===== src/rtl/serprog_pkg.sv =====
package serprog_pkg;
  localparam int ADDR_W  = 22;
  localparam int CMD_W   = 4;
  localparam int PAY_W   = 16;
  localparam int FRAME_W = CMD_W + PAY_W;
  localparam int N_TXN   = 7;
  localparam int BYTE_W  = 8;

  localparam logic [CMD_W-1:0] CMD_CORE  = 4'b0000;
  localparam logic [CMD_W-1:0] CMD_TREAD = 4'b1001;
  localparam logic [7:0] OP_LOADLIT  = 8'h0E;
  localparam logic [7:0] OP_STOREREG = 8'h6E;
  localparam logic [7:0] REG_PTR_UP  = 8'hF8;
  localparam logic [7:0] REG_PTR_MID = 8'hF7;
  localparam logic [7:0] REG_PTR_LO  = 8'hF6;

  typedef enum logic [1:0] {
    PH_IDLE = 2'd0,
    PH_LOW  = 2'd1,
    PH_HIGH = 2'd2,
    PH_TURN = 2'd3
  } phase_e;
endpackage


===== src/rtl/serprog_pace_cnt.sv =====
module serprog_pace_cnt #(
  parameter int LIMIT = 4
) (
  input  logic clk,
  input  logic rst_n,
  input  logic run_i,
  output logic last_o
);
  localparam int W = (LIMIT > 1) ? $clog2(LIMIT) : 1;
  localparam logic [W-1:0] LAST = W'(LIMIT - 1);

  logic [W-1:0] cnt_q, cnt_d;

  assign last_o = run_i && (cnt_q == LAST);

  always_comb begin
    cnt_d = cnt_q;
    if (!run_i || last_o) cnt_d = '0;
    else                  cnt_d = cnt_q + 1'b1;
  end

  always_ff @(posedge clk or negedge rst_n) begin
    if (!rst_n) cnt_q <= '0;
    else        cnt_q <= cnt_d;
  end

  // the phase counter never passes its limit, so each phase is exactly LIMIT cycles
  assert_cnt_in_range_R7: assert property (@(posedge clk) disable iff (!rst_n)
    cnt_q <= LAST);
endmodule


===== src/rtl/serprog_frame.sv =====
module serprog_frame
  import serprog_pkg::*;
(
  input  logic [2:0]        txn_i,
  input  logic [ADDR_W-1:0] addr_i,
  input  logic [4:0]        sel_i,
  output logic              bit_o
);
  logic [FRAME_W-1:0] word;

  always_comb begin
    case (txn_i)
      3'd0:    word = {OP_LOADLIT,  2'b00, addr_i[21:16], CMD_CORE};
      3'd1:    word = {OP_STOREREG, REG_PTR_UP,           CMD_CORE};
      3'd2:    word = {OP_LOADLIT,  addr_i[15:8],         CMD_CORE};
      3'd3:    word = {OP_STOREREG, REG_PTR_MID,          CMD_CORE};
      3'd4:    word = {OP_LOADLIT,  addr_i[7:0],          CMD_CORE};
      3'd5:    word = {OP_STOREREG, REG_PTR_LO,           CMD_CORE};
      default: word = {{PAY_W{1'b0}},                     CMD_TREAD};
    endcase
  end

  assign bit_o = word[sel_i];
endmodule


===== src/rtl/serprog_rx_shift.sv =====
module serprog_rx_shift #(
  parameter int WIDTH = 8
) (
  input  logic             clk,
  input  logic             rst_n,
  input  logic             shift_en_i,
  input  logic             sdi_i,
  output logic [WIDTH-1:0] data_o
);
  logic [WIDTH-1:0] rx_q, rx_d;

  always_comb begin
    rx_d = rx_q;
    if (shift_en_i) rx_d = {sdi_i, rx_q[WIDTH-1:1]};
  end

  always_ff @(posedge clk or negedge rst_n) begin
    if (!rst_n) rx_q <= '0;
    else        rx_q <= rx_d;
  end

  assign data_o = rx_q;
endmodule


===== src/rtl/serprog_read_seq.sv =====
module serprog_read_seq
  import serprog_pkg::*;
#(
  parameter int HALF_DIV = 4,
  parameter int TURN_CYC = 20
) (
  input  logic              clk,
  input  logic              rst_n,
  input  logic              start_i,
  input  logic [ADDR_W-1:0] addr_i,
  output logic              pclk_o,
  output logic              pdat_o,
  output logic              pdat_oe_o,
  input  logic              pdat_i,
  output logic              busy_o,
  output logic              done_o,
  output logic [BYTE_W-1:0] read_data_o
);
  localparam logic [2:0] READ_TXN = 3'(N_TXN - 1);
  localparam logic [4:0] LAST_BIT = 5'(FRAME_W - 1);
  localparam logic [4:0] TURN_BIT = 5'(CMD_W + BYTE_W - 1);
  localparam logic [4:0] RX_FIRST = 5'(CMD_W + BYTE_W);

  phase_e            ph_q, ph_d;
  logic [2:0]        txn_q, txn_d;
  logic [4:0]        bit_q, bit_d;
  logic [ADDR_W-1:0] addr_q, addr_d;
  logic              done_q, done_d;
  logic              half_last, turn_last;
  logic              sample_en, frame_bit;
  logic              in_read, rx_window;

  serprog_pace_cnt #(.LIMIT(HALF_DIV)) half_cnt_i (
    .clk(clk), .rst_n(rst_n),
    .run_i(ph_q == PH_LOW || ph_q == PH_HIGH),
    .last_o(half_last)
  );

  serprog_pace_cnt #(.LIMIT(TURN_CYC)) turn_cnt_i (
    .clk(clk), .rst_n(rst_n),
    .run_i(ph_q == PH_TURN),
    .last_o(turn_last)
  );

  serprog_frame frame_i (
    .txn_i(txn_q), .addr_i(addr_q), .sel_i(bit_q), .bit_o(frame_bit)
  );

  serprog_rx_shift #(.WIDTH(BYTE_W)) rx_i (
    .clk(clk), .rst_n(rst_n), .shift_en_i(sample_en),
    .sdi_i(pdat_i), .data_o(read_data_o)
  );

  assign in_read   = (txn_q == READ_TXN);
  assign rx_window = in_read && (bit_q >= RX_FIRST);

  always_comb begin
    ph_d      = ph_q;
    txn_d     = txn_q;
    bit_d     = bit_q;
    addr_d    = addr_q;
    done_d    = 1'b0;
    sample_en = 1'b0;
    case (ph_q)
      PH_IDLE: begin
        if (start_i) begin
          addr_d = addr_i;
          txn_d  = '0;
          bit_d  = '0;
          ph_d   = PH_LOW;
        end
      end
      PH_LOW: begin
        if (half_last) ph_d = PH_HIGH;
      end
      PH_HIGH: begin
        if (half_last) begin
          sample_en = rx_window;
          if (bit_q == LAST_BIT) begin
            bit_d = '0;
            if (in_read) begin
              ph_d   = PH_IDLE;
              done_d = 1'b1;
            end else begin
              txn_d = txn_q + 1'b1;
              ph_d  = PH_LOW;
            end
          end else begin
            bit_d = bit_q + 1'b1;
            ph_d  = (in_read && bit_q == TURN_BIT) ? PH_TURN : PH_LOW;
          end
        end
      end
      default: begin
        if (turn_last) ph_d = PH_LOW;
      end
    endcase
  end

  always_ff @(posedge clk or negedge rst_n) begin
    if (!rst_n) begin
      ph_q   <= PH_IDLE;
      txn_q  <= '0;
      bit_q  <= '0;
      addr_q <= '0;
      done_q <= 1'b0;
    end else begin
      ph_q   <= ph_d;
      txn_q  <= txn_d;
      bit_q  <= bit_d;
      addr_q <= addr_d;
      done_q <= done_d;
    end
  end

  assign busy_o    = (ph_q != PH_IDLE);
  assign done_o    = done_q;
  assign pclk_o    = (ph_q == PH_HIGH);
  assign pdat_oe_o = busy_o && (ph_q != PH_TURN) && !rx_window;
  assign pdat_o    = pdat_oe_o && frame_bit;

  // host leaves the line and clock quiet whenever idle
  assert_idle_quiet_R10: assert property (@(posedge clk) disable iff (!rst_n)
    !busy_o |-> (!pdat_oe_o && !pclk_o));

  // done lands exactly as the sequence ends
  assert_done_ends_busy_R8: assert property (@(posedge clk) disable iff (!rst_n)
    done_o |-> (!busy_o && $past(busy_o)));

  // done is a single-cycle strobe
  assert_done_pulse_R8: assert property (@(posedge clk) disable iff (!rst_n)
    done_o |=> !done_o);

  // the captured address cannot move while a read is running
  assert_addr_hold_R9: assert property (@(posedge clk) disable iff (!rst_n)
    (busy_o && $past(busy_o)) |-> $stable(addr_q));

  // data and enable were already settled when the clock rises
  assert_setup_before_rise_R2: assert property (@(posedge clk) disable iff (!rst_n)
    $rose(pclk_o) |-> ($stable(pdat_o) && $stable(pdat_oe_o)));

  // data is held for the whole high phase
  assert_hold_while_high_R2: assert property (@(posedge clk) disable iff (!rst_n)
    (pclk_o && $past(pclk_o)) |-> $stable(pdat_o));

  // the line is released only at a falling clock with the clock low
  assert_release_clock_low_R5: assert property (@(posedge clk) disable iff (!rst_n)
    ($fell(pdat_oe_o) && busy_o) |-> (!pclk_o && $past(pclk_o)));
endmodule


===== config.mk =====
export PLATFORM = sky130hd
export DESIGN_NAME = serprog_read_seq
export DESIGN_NICKNAME = d
export VERILOG_FILES = /design/src/rtl/serprog_pkg.sv /design/src/rtl/serprog_pace_cnt.sv /design/src/rtl/serprog_frame.sv /design/src/rtl/serprog_rx_shift.sv /design/src/rtl/serprog_read_seq.sv
export SDC_FILE = /design/constraint.sdc
export NUM_CORES = 1
export LEC_CHECK = 0
export BUFFER_PORTS_ARGS = -buffer_cell sky130_fd_sc_hd__clkbuf_2
export CORE_MARGIN = 2
export CORE_UTILIZATION = 51
export CTS_CLUSTER_SIZE = 30
export DETAILED_ROUTE_END_ITERATION = 8
export PLACE_DENSITY = 0.76
export SLEW_MARGIN = 40
export SYNTH_ARGS = -nofsm -noshare
export SYNTH_HDL_FRONTEND = slang
export SYNTH_SLANG_ARGS = --single-unit

===== constraint.sdc =====
create_clock -name clk -period 1.95 [get_ports clk]
set_clock_uncertainty 0.05 [all_clocks]
set_input_delay 0.39 -clock clk [delete_from_list [all_inputs] [get_ports clk]]
set_output_delay 0.39 -clock clk [all_outputs]
set_load 0.01 [all_outputs]

==> impl_results.md, run 1 <==
- Outcome: complete, but fails checks
- Failing checks: hold timing, setup timing
- Cell Chain, Critical Path: ha_4, buf_4, a22oi_2, nor2_1, a31oi_1, o21ai_1, a41oi_2, o21ai_2, clkbuf_2
- Port Buffers: 38
- Max H-tree Level: 2
- Layout area overhead: 29.34%
- Initial antenna violation count: 0
- Row count: 25
- Pin count of the biggest net entering global routing: 23
- Post-synth top area share: 47.50%
- Routed vias: approximately 2000
- Global-route wire length before repair: between 9000 and 10000 um
- Logic pwr share: about 2.6%
- Die area: between 5000 and 6000 um2
- Commonest non-fill, non-tap cell in the layout: dfrtp_1
- Vias per cell: 5.455
- Net Switching: 346.4 uW
- Congestion Overflow GR: 0
- Pleak: 1.625 nW
- Clock latency at the later pin of the worst-skew pair: roughly 300 ps
- Core area: 4755 um2
- RSZ-0062 raised after global routing: yes
- Fin crit share: 130.7%
- Die boundary height: between 70 and 80 um
- Register area share after synthesis: approximately 48%
- Max stage delay on crit path: 460 ps
- Clk pwr share: 40.1%
- Pwr Total: 1.737 mW
- Inst Count DP: ~360
- Clock Pin Slew Worst Setup and Hold Paths: roughly 90 ps
- Async SR Flop Fraction: 100.0%
- Top Usage Layer GRT: met2
- Critical-path maximum fanout: 7
- Design area: 3271 um2
- Max cap viols: 0
- Int Pwr: 1.391 mW
- Met3 usage: 4.472%
- Final min period: 2549 ps
- Layout cells sized above 1: between 40% and 50%
- Synth area leaders: dfrtp_1, mux2_2, ha_1, nand2_1, o21ai_0
- Slew Viols, Final: 0
- Final setup vio count: 10
- Pre-CTS setup slack: -264.2 ps
- Residual DRC: 0
- Fin nets: 340
- Number of buffers created by CTS: 5
- Syn Nets: 269
- Post-synth EDFFs: 0
- Routed Antenna Nets: 0
- Mapped Area: 2529 um2
- Placed inst area: 3009 um2
- Worst Setup Start Kind: register
- Arrival time worst endpoint: 2110 ps
- Routed wire length: ~5300 um
- GRT met1 Usage: roughly 30%
- Worst min-delay path category: primary input to asynchronous set/reset pin
- Most frequent cells in the layout: dfrtp_1, clkbuf_2, buf_4
- Pre-antenna DRT Iters: 5
- Hold Fails Final Rpt: 2
- Setup TNS: -1382 ps
- Syn avg cell area: 10.95 um2
- I/O pin total: 39
- Die W: 74.42 um
- Crit path kind: register to output pin
- Yosys Warn Count: 0
- Fin cells: 369
- Diodes inserted: 0
- Worst Setup End Kind: output pin
- Switching fraction of total power: about a fifth
- GP Congestion: a little under 0.9
- R2R setup slack: -60 ps
- Hold WS: -2.290 ps
- Power per cell area: 531.2 nW/um2
- Initial Utilization: 53.18%
- Unique masters post-synth: 43
- DP HPWL: 3955 um
- CTS tree: built
- Clk sinks: 48
- Aggregate global-route resource usage: 21.37%
- CTS max path bufs: 2
- Post-Syn Instances: 231
- F_max: 392.4 MHz
- Crit path max-delay cell type: dfrtp_2
- Slew HR: between 60 and 70%
- Maximum vdd drop: 0.4302 mV
- Number of global-route vias before repair: 1929
- GRT met2 Usage: between 30 and 40%
- Worst-Margin Slew: 521.8 ps
- Area leader, netlist: dfrtp_1
- Top_reg_cell synth: dfrtp_1
- Wire per inst: 14.46 um
- Root cell of the clock tree: clkbuf_8
- Fin worst setup slack: -598.6 ps
- Sequential Power Share: 57.2%
- Synthesized flop and latch total: 48
- CP required: 1510 ps
- Final Core Density: 68.79%
- Detailed Route Iter0 Violations: about 140
power by group through the flow:
stage	clock network (mW)	registers [mW]	logic [mW]
floorplan	0	1.01	0.000808
global placement	0	1.01	0.0467
detailed placement	0	1.01	0.0479
CTS	0.714	0.994	0.0481
global route	0.757	0.995	0.0532
finish	0.697	0.994	0.0459
path summary, 6_finish.rpt:
check,start,to,cells past startpoint
worst max-delay path,txn_q[1],pdat_o,9
worst min-delay path,rst_n,bit_q[0],1
worst max register to register,txn_q[0],rx_i.data_o[2],9
worst min register to register,half_cnt_i.cnt_q[0],half_cnt_i.cnt_q[0],1
max in group asynchronous,rst_n,addr_q[21],2
min in group clk,addr_i[11],addr_q[11],2
cells by family after synthesis:
logic type / count (synthesis) / synth area share [%]
and+or+nand+nor: 66 / 13.90
DFF: 48 / 47.50
AOI/OAI and AO/OA: 46 / 12.22
muxes: 34 / 14.94
buffers and inverters: 22 / 4.453
adders and majority gates: 12 / 5.937
xor gates and xnor gates: 3 / 1.039
metal layers:
layer	wire (um)	vias to the layer above
met3	270	12
li1	-	958
met4	122	0
met5	0	-
met1	2450	974
met2	2494	69
sequential cells by signal, indices dropped and copies added (netlist names):
register          flops
addr_q               22
rx_i.data_o           8
bit_q                 5
turn_cnt_i.cnt_q      5
txn_q                 3
half_cnt_i.cnt_q      2
ph_q                  2
done_o                1
critical path, delay by kind of cell, from the launching register on:
kind,cells,cell delay (ps)
AO/OA/AOI/OAI,5,810
flip-flops,1,460
buffers and inverters,2,270
adder cells (fa/ha/maj),1,200
AND/OR/NAND/NOR,1,70
repair_timing:
item / in CTS / in global routing
buffers inserted: 1 / 5
endpoints found under the setup margin: 10 / 16
hold buffers: 0 / 0
pin swaps: 6 / 4
gates resized for setup: 21 / 8
endpoints found under the hold margin: 0 / 0
cell usage after synthesis (all sizes together) (2+ instances only):
cell and instances:
a211oi 2, a21oi 10, a221oi 2, a22oi 4, a31oi 3, and2 3, buf 11, dfrtp 48
ha 12, inv 11, mux2 30, mux2i 4, nand2 21, nand2b 5, nand3 8, nand4 2
nor2 14, nor2b 3, nor3 5, o21ai 17, o32ai 2, or2 2, xnor2 3
area by class of cell:
class / instances / area (um2)
repair buffers: 75 / 508.0
fillers: 365 / 1484
inverters: 11 / 41.29
flip-flops and latches: 48 / 1204
clock buffers: 6 / 72.57
multi-input cells: 161 / 1331
clock inverters: 1 / 30.03
well taps: 67 / 83.83
No activity file was read; power rests on OpenSTA's default activity.
==> run 2, diff against run 1 <==
- PLACE_DENSITY: 0.76 -> 0.75
- SKIP_CTS_REPAIR_TIMING: unset -> 1
- SYNTH_HIERARCHICAL: unset -> 1
==> impl_results.md, run 2 <==
- Unique masters post-synth: 56 (+30%)
- Met3 usage: 3.910% (-0.56 points)
- Wire per inst: 13.57 um (-6.2%)
- Number of buffers created by CTS: 5 (unchanged)
- Register area share after synthesis: 45.11% (-2.4 points)
- GP Congestion: 0.8677 (about the same)
- Fill count: 419 (+15%)
- Layout area overhead: 23.59%
- Post-Syn Instances: 236 (+2.2%)
- Top Usage Layer GRT: met2
- Slew Viols, Final: 0 (unchanged)
- I/O pin total: 39 (unchanged)
- Pleak: 1.650 nW (+1.6%)
- Vias per cell: 5.195 (-4.8%)
- Core area: 5075 um2 (+6.7%)
- Area leader, netlist: dfrtp_1
- Synth area leaders: dfrtp_1, mux2_2, mux2_4, ha_1, mux2i_1
- Mapped Area: 2663 um2 (+5.3%)
- Fin worst setup slack: -456.4 ps (+142.2 ps)
- Max H-tree Level: 2 (unchanged)
- Die boundary height: 76.26 um (+2.5%)
- Fin crit share: 123.4% (-7.3 points)
- Layout cells sized above 1: 43.09% (-2.6 points)
- Worst-Margin Slew: 593.0 ps (+71.26 ps)
- Top_reg_cell synth: dfrtp_1
- Maximum vdd drop: 0.5543 mV (+29%)
- Clock Pin Slew Worst Setup and Hold Paths: 80 ps (about the same)
- Worst Setup Start Kind: register
- Multi-input logic area: 1371 um2 (+3.0%)
- Yosys Warn Count: 6 (+6)
- Synthesized flop and latch total: 48 (unchanged)
- Final setup vio count: 2 (-8)
- Max cap viols: 0 (unchanged)
- Syn Nets: 272 (+1.1%)
- Failing checks: setup timing
- Worst Setup End Kind: output pin
- Root cell of the clock tree: clkbuf_8
- GRT met2 Usage: 29.91% (-2.1 points)
- Sequential standard cell area: 1206 um2 (+0.21%)
- Setup TNS: -523.9 ps (+858.5 ps)
- Count leader, synth: dfrtp_1
- F_max: 415.6 MHz (+5.9%)
- Detailed Route Iter0 Violations: 93 (-31%)
- Initial antenna violation count: 0 (unchanged)
- Number of global-route vias before repair: 1875 (-2.8%)
- Post-synth EDFFs: 0 (unchanged)
- Outcome: complete, but fails checks
- Die area: 5815 um2 (+5.0%)
- Max reg flops: 22 (unchanged)
- GRT met1 Usage: 22.73% (-6.8 points)
- Most frequent cells in the layout: dfrtp_1, clkbuf_2, buf_4
- Routed Antenna Nets: 0 (unchanged)
- Routed wire length: 5074 um (-4.9%)
- CTS max path bufs: 2 (unchanged)
- Initial Utilization: 52.47% (-0.72 points)
- Final min period: 2406 ps (-142.2 ps)
- CP required: 1510 ps (about the same)
- Aggregate global-route resource usage: 17.87% (-3.5 points)
- Global-route wire length before repair: 8349 um (-7.8%)
- Slew HR: 60.47% (-4.8 points)
- Clk sinks: 48 (unchanged)
- Power per cell area: 566.1 nW/um2 (+6.6%)
- Crit path kind: register to output pin
- Critical-path maximum fanout: 13 (+6)
- Port Buffers: 38 (unchanged)
- Fin nets: 340 (unchanged)
- Clock latency at the later pin of the worst-skew pair: 300 ps (about the same)
- List of most frequent post-synthesis cells: dfrtp_1, mux2_2, nand2_1
- Pin count of the biggest net entering global routing: 49 (+110%)
- Residual DRC: 0 (unchanged)
- Async SR Flop Fraction: 100.0% (unchanged)
- Pre-antenna DRT Iters: 4 (-1)
- CTS tree: built
- RSZ-0062 raised after global routing: yes
- Syn avg cell area: 11.28 um2 (+3.1%)
- Commonest non-fill, non-tap cell in the layout: dfrtp_1
- Post-synth top area share: 45.11% (-2.4 points)
- Diodes inserted: 0 (unchanged)
- Worst min-delay path category: primary input to asynchronous set/reset pin
- Arrival time worst endpoint: 1970 ps (-140 ps)
- Row count: 26 (+4.0%)
- Reg with most FFs: addr_q
- Die W: 76.26 um (+2.5%)
- Hold Fails Final Rpt: 0 (-2)
- DP HPWL: 3683 um (-6.9%)
- Routed vias: 1943 (-3.5%)
- R2R setup slack: 100 ps (+160 ps)
- Pre-CTS setup slack: -196.6 ps (+67.55 ps)
- Congestion Overflow GR: 0 (unchanged)
run 2: cell count changes in the layout (fill, tap and decap cells not counted), moves of 3 or more:
cell,before,now
nand2b_1,4,7
o21a_1,0,3
mux2i_1,4,7
nand2_1,19,14
a21oi_1,10,6
buf_4,31,28
o21bai_1,0,3
o221ai_1,0,3
run 2: final timing paths:
check                           depth (start not counted)                  end                start
worst max-delay path                                    7               pdat_o             txn_q[0]
worst min-delay path                                    2       rx_i/data_o[5]                rst_n
worst max register to register                          7       rx_i/data_o[1]              ph_q[1]
worst min register to register                          1  half_cnt_i/cnt_q[0]  half_cnt_i/cnt_q[0]
max in group asynchronous                               2             bit_q[0]                rst_n
min in group clk                                        2           addr_q[17]           addr_i[17]
run 2: critical path, stage by stage (launching register included):
cell	delay (ps)
dfrtp_2	490
or3b_1	370
a21oi_1	140
o221ai_1	150
o211ai_2	80
and3_1	180
and2_1	120
clkbuf_2	120
run 2: layout make-up:
class	count	area share, %
Multi-Input combinational cell	166	41.67
Sequential cell	48	36.65
Timing Repair Buffer	70	13.61
Tap cell	70	2.662
Clock buffer	5	2.091
Clock inverter	2	1.825
Inverter	13	1.483
run 2: per-stage QoR:
step,instance area [um2],util (%),hold WS [ps],total power [mW],instances
6_report,3291,64.84,122.0,1.863,374
5_1_grt,3291,64.84,198.5,1.926,374
3_3_place_gp,3080,60.70,389.6,1.060,362
4_1_cts,3209,63.24,144.1,1.891,369
2_1_floorplan,2663,-,44.41,1.015,236
3_5_place_dp,3080,60.70,403.2,1.061,362
run 2: kinds of logic after synthesis:
kind of cell	synth area share, %
AND/OR/NAND/NOR	14.99
buffers and inverters	4.652
multiplexers	17.39
flip-flops	45.11
AO/OA/AOI/OAI	12.50
XOR/XNOR	0.6580
adder cells (fa/ha/maj)	4.699
run 2: per-layer routing:
metal / routed length, um / share of wire (%)
met1: 2343 / 46
met4: 96 / 1.9
met2: 2434 / 48
met3: 199 / 3.9
met5: 0 / 0
run 2: power by group:
group / switching [mW] / leakage, nW / internal, mW / total, mW
combinational: 0.0253 / 0.953 / 0.0193 / 0.0446
clock: 0.320 / 0.0642 / 0.504 / 0.824
sequential: 0 / 0.633 / 0.994 / 0.994
